$ cat src/rtl/host_resp_timer.sv
module host_resp_timer #(
  parameter int PRE_W     = 11,
  parameter int CNT_W     = 14,
  parameter int VAL_W     = 8,
  parameter logic [7:0] TVAL_ADDR = 8'h24,
  parameter logic [7:0] EADR_ADDR = 8'h25,
  parameter logic [7:0] STAT_ADDR = 8'h26
) (
  input  logic       clk,
  input  logic       rst_n,
  input  logic       arm_start,
  input  logic       host_ack,
  input  logic       bus_wr,
  input  logic [7:0] bus_addr,
  input  logic [7:0] bus_wdata,
  output logic [7:0] bus_rdata,
  input  logic       epp_addr_wr,
  input  logic [7:0] epp_addr_in,
  output logic [7:0] epp_addr_out,
  output logic       tmr_busy,
  output logic       irq
);
  localparam int HI_LSB = CNT_W - VAL_W;

  logic [PRE_W-1:0] pre_q;
  logic [CNT_W-1:0] cnt_q;
  logic [VAL_W-1:0] tval_q;
  logic [7:0]       eaddr_q;
  logic             run_q, flag_q;

  wire tick   = run_q && (&pre_q);
  wire match  = cnt_q[CNT_W-1:HI_LSB] == tval_q;
  wire expire = tick && match && !host_ack && !arm_start;
  wire clr    = bus_wr && bus_addr == STAT_ADDR && bus_wdata[0];

  always_ff @(posedge clk) begin
    if (!rst_n) begin
      pre_q <= '0;
      cnt_q <= '0;
      run_q <= 1'b0;
    end else if (arm_start) begin
      pre_q <= '0;
      cnt_q <= '0;
      run_q <= 1'b1;
    end else if (run_q) begin
      if (host_ack || (tick && match)) begin
        run_q <= 1'b0;
      end else begin
        pre_q <= pre_q + 1'b1;
        if (tick) cnt_q <= cnt_q + 1'b1;
      end
    end
  end

  always_ff @(posedge clk) begin
    if (!rst_n)      flag_q <= 1'b0;
    else if (expire) flag_q <= 1'b1;
    else if (clr)    flag_q <= 1'b0;
  end

  always_ff @(posedge clk) begin
    if (!rst_n) begin
      tval_q  <= '1;
      eaddr_q <= '0;
    end else begin
      if (bus_wr && bus_addr == TVAL_ADDR) tval_q <= bus_wdata[VAL_W-1:0];
      if (epp_addr_wr) eaddr_q <= epp_addr_in;
      else if (bus_wr && bus_addr == EADR_ADDR) eaddr_q <= bus_wdata;
    end
  end

  always_comb begin
    bus_rdata = '0;
    case (bus_addr)
      TVAL_ADDR: bus_rdata[VAL_W-1:0] = tval_q;
      EADR_ADDR: bus_rdata = eaddr_q;
      STAT_ADDR: bus_rdata[1:0] = {run_q, flag_q};
      default:   bus_rdata = '0;
    endcase
  end

  assign epp_addr_out = eaddr_q;
  assign tmr_busy     = run_q;
  assign irq          = flag_q;

  AST_START_CLEARS: assert property (@(posedge clk) disable iff (!rst_n)
    arm_start |=> (run_q && cnt_q == '0 && pre_q == '0));
  AST_ACK_IN_TIME: assert property (@(posedge clk) disable iff (!rst_n)
    (host_ack && !flag_q) |=> !flag_q);
  AST_ACK_STOPS: assert property (@(posedge clk) disable iff (!rst_n)
    (run_q && host_ack && !arm_start) |=> !run_q);
  AST_FLAG_STICKY: assert property (@(posedge clk) disable iff (!rst_n)
    (flag_q && !(bus_wr && bus_addr == STAT_ADDR && bus_wdata[0])) |=> flag_q);
  AST_HALTED: assert property (@(posedge clk) disable iff (!rst_n)
    (!run_q && !arm_start) |=> ($stable(cnt_q) && !run_q));
  AST_RISE_HALTS: assert property (@(posedge clk) disable iff (!rst_n)
    $rose(flag_q) |-> !run_q);
endmodule

$ cat config.mk
export PLATFORM = sky130hd
export DESIGN_NAME = host_resp_timer
export DESIGN_NICKNAME = d
export VERILOG_FILES = /design/src/rtl/host_resp_timer.sv
export SDC_FILE = /design/constraint.sdc
export NUM_CORES = 1
export LEC_CHECK = 0
export BUFFER_PORTS_ARGS = -buffer_cell sky130_fd_sc_hd__buf_2
export CAP_MARGIN = 15
export CORE_ASPECT_RATIO = 0.75
export CORE_MARGIN = 2
export CORE_UTILIZATION = 58
export DETAILED_ROUTE_END_ITERATION = 7
export GPL_ROUTABILITY_DRIVEN = 0
export PLACE_DENSITY = 0.84
export SLEW_MARGIN = 25
export SYNTH_ARGS = -nofsm -noshare
export SYNTH_HDL_FRONTEND = slang
export SYNTH_SLANG_ARGS = --single-unit
export TNS_END_PERCENT = 5
$ cat constraint.sdc
create_clock -name clk -period 4.8 [get_ports clk]
set_input_delay 0.96 -clock clk [delete_from_list [all_inputs] [get_ports clk]]
set_output_delay 0.96 -clock clk [all_outputs]
set_load 0.01 [all_outputs]
==> summary.md <==
| Metric | Value |
|---|---|
| Final hold violations | 0 |
| Row cnt | 19 |
| Synthesized Nets | 300 |
| Area leader, netlist | dfxtp_1 |
| CP Max Fanout | 15 |
| Post-synth EDFFs | 0 |
| Finished Core Util | a little over two thirds |
| Seq cells post-synth | between 40 and 50 |
| Post-synth top flop | dfxtp_1 |
| Post-route ant nets | 0 |
| PostCTS Resize Cnt | 0 |
| Post-CTS Hold Buffers | 0 |
| Pin count of the biggest net entering global routing | 21 |
| Io pins | 48 |
| Req. time, crit path | about 3.8 ns |
| Diode count | 0 |
| R2r endpoint | tmr_busy |
| Initial Utilization | between 60% and 70% |
| Mapped cell area | 2220 um^2 |
| Via count | about 2100 |
| Clock-pin slew on the worst setup and hold paths | around 0.080 ns |
| RSZ-0062 raised after global routing | no |
| Crit path launch | bus_addr[4] |
| R2r setup slk | 2.70 ns |
| GRT overflow | 0 |
| R2r worst-path depth | 6 |
| CTS tree | built |
| Final Slew Violations | 0 |
| Maximum VDD drop | approximately 0.23 mV |
| Area delta synth->final | 15.50% |
| Number of vias per cell | a little under 6 |
| CP arrival | 2.62 ns |
| Root Buffer | clkbuf_8 |
| Leakage | 1.044 nW |
| Share of layout cells above drive strength 1 | roughly a fifth |
| Synth top area share | between 30% and 40% |
| Main combinational cell family by area after synthesis | simple AND/OR/NAND/NOR gates |
| Synth warnings | 0 |
| Skew final | 0.004796 ns |
| Reg2reg start | pre_q[0] |
| Worst setup EP type | primary output |
| XOR/XNOR share of the synthesized area | under 10% |
| Max Freq | approximately 280 MHz |
| Max H-tree Level | 2 |
| Total power draw | approximately 0.64 mW |
| Adder-cell share of the synthesized area | ~1.1% |
| Total Nets Final | about 340 |
| Vias in the first global route | between 1500 and 2000 |
| DR WL/cell | between 10 and 15 um |
| Final Critical Period | roughly 3.6 ns |
| Worst Setup Start Kind | input pin |
| First-pass GRT wire length | approximately 8000 um |
| Final setup viols | 0 |
| Hold Path Class | reg -> reg |
| Worst-Skew Late Latency | about 0.30 ns |
| Pre-CTS WS | about 1.2 ns |
| Critical path class | in -> out |
| Hold WS | around 0.47 ns |
| CTS Buffer Depth | 2 |
| Top cells by area, synth | dfxtp_1 39%, nand3_1 6.5%, nand2_1 5.7%, a21oi_1 5.6%, o21ai_0 4.5% |
| Die area | ~4300 um^2 |
| Library cells used by synthesis | 45 |
| Compound-gate portion of the synthesized area | 19.90% |
| Mapped Cells | 268 |
| Seq/Total Area, Yosys | about two fifths |
| Post-synthesis mux area share | under 10% |
| Sum Neg Setup Slack | 0 ns |
| DRC | 0 |
| TritonCTS Buffers | 5 |
| Pwr/cell area | 250.8 nW/um^2 |
| IO buf count | 47 |
| Chip width | ~75 um |
| Async S/R FF share, synth | 0% |
| Status | finished, final reports clean |
| Slew @ Worst Pin | between 0.7 and 0.8 ns |
| Rel. slew slack | between 40% and 50% |
| Synth Area per Inst | roughly 8.3 um^2 |
| CORE AREA | about 3700 um^2 |
| GRT Util Overall | about 25% |
| Worst Slack Setup Final | approximately 1.2 ns |
| 1st-iter DRT viols | approximately 210 |
| Simple-Gate Fraction of Synth Area | a little under a third |
| Final period utilization | 74.58% |
| Worst Setup EP | bus_rdata[5] |
| Post-CTS Setup Bufs | 0 |
| Drt pass-1 iters | 4 |
| Placed wire-length estimate | about 3800 um |
| Initial antenna violation count | 0 |
| Clk sinks | 43 |
| Post-Route WL | ~5100 um |
| Die height | ~58 um |
| Max Cap Viol | 0 |
-- layer usage --
metal | up-vias | global-route usage, % | share of wire [%]
met3 | 5 | 6.007 | 7.9
met4 | 0 | 9.774 | 0.86
met5 | - | 0 | 0
li1 | 1074 | - | -
met2 | 74 | 34.53 | 43
met1 | 985 | 36.13 | 49
-- synthesized netlist by cell type (2+ instances only) --
library cell / count
nor2b_1: 3
nand3_1: 29
a21oi_1: 25
nand4_1: 4
and2_1: 3
mux2i_1: 4
o21ai_0: 20
o211ai_1: 7
a22o_1: 6
a31oi_1: 2
o31ai_1: 3
nor4_4: 2
ha_1: 2
buf_2: 3
clkbuf_1: 6
nor2_1: 7
nand2b_1: 5
nand2_1: 34
xnor2_1: 9
o21a_1: 2
or4_1: 8
inv_1: 6
and3_1: 3
or3_1: 12
dfxtp_1: 43
-- report_power, final --
part	total [mW]	switching, mW	internal, mW
logic	0.0531	0.0318	0.0213
clock network	0.223	0.124	0.0995
registers	0.367	0.00468	0.362
total	0.643	0.160	0.483
-- flip-flops by register name (all words and copies together), names as in the netlist --
signal / count
tval_q: 8
irq: 1
tmr_busy: 1
pre_q: 11
epp_addr_out: 8
cnt_q: 14
-- stage by stage --
stage               instance area (um^2)  instances
detailed placement                  2471        356
floorplan                           2220        268
CTS                                 2554        363
global route                        2564        364
global placement                    2471        356
finish                              2564        364
-- critical path: stages --
cell and delay, ns:
buf_2 0.10, or4b_4 0.57, nor4_4 0.60, a22o_1 0.26
buf_2 0.13
-- how the worst min path moves through the flow --
stage	start	to	slack, ns	depth (start not counted)
after floorplan	pre_q[1]	pre_q[1]	0.45	2
after global placement	epp_addr_out[4]	epp_addr_out[4]	0.45	2
after detailed placement	epp_addr_out[3]	epp_addr_out[3]	0.46	2
after CTS	epp_addr_out[3]	epp_addr_out[3]	0.47	2
after global routing	epp_addr_out[3]	epp_addr_out[3]	0.50	2
final	epp_addr_out[3]	epp_addr_out[3]	0.47	2
-- layout make-up --
cell class	count	area (um^2)
clock buffer	5	68.82
clock inverter	2	13.76
fill	314	1097
inverter	6	22.52
multi-input combinational	208	1290
sequential	43	860.8
tap	52	65.06
timing repair buffer	48	242.7
-- logic make-up after synthesis --
| group | count (synthesis) |
|---|---|
| buf+inv | 17 |
| mux | 4 |
| xor+xnor | 10 |
| simple gates | 120 |
| fa+ha+maj | 2 |
| compound gates | 72 |
| flops | 43 |
-- cells in the final DEF, fill, tap and decap left out, types with 2 or more instances in the layout --
cell type / n
a21oi_1: 25
a22o_1: 6
a31oi_1: 2
and2_1: 3
and3_1: 3
buf_2: 47
clkbuf_8: 5
dfxtp_1: 43
ha_1: 2
inv_1: 6
mux2i_1: 4
nand2_1: 34
nand2b_1: 5
nand3_1: 29
nand4_1: 4
nor2_1: 7
nor2b_1: 2
nor4_4: 2
o211ai_1: 7
o21a_1: 2
o21ai_0: 20
o31ai_1: 3
or3_1: 12
or4_1: 8
xnor2_1: 9
Note: power is estimated with default switching activity, not from simulation.
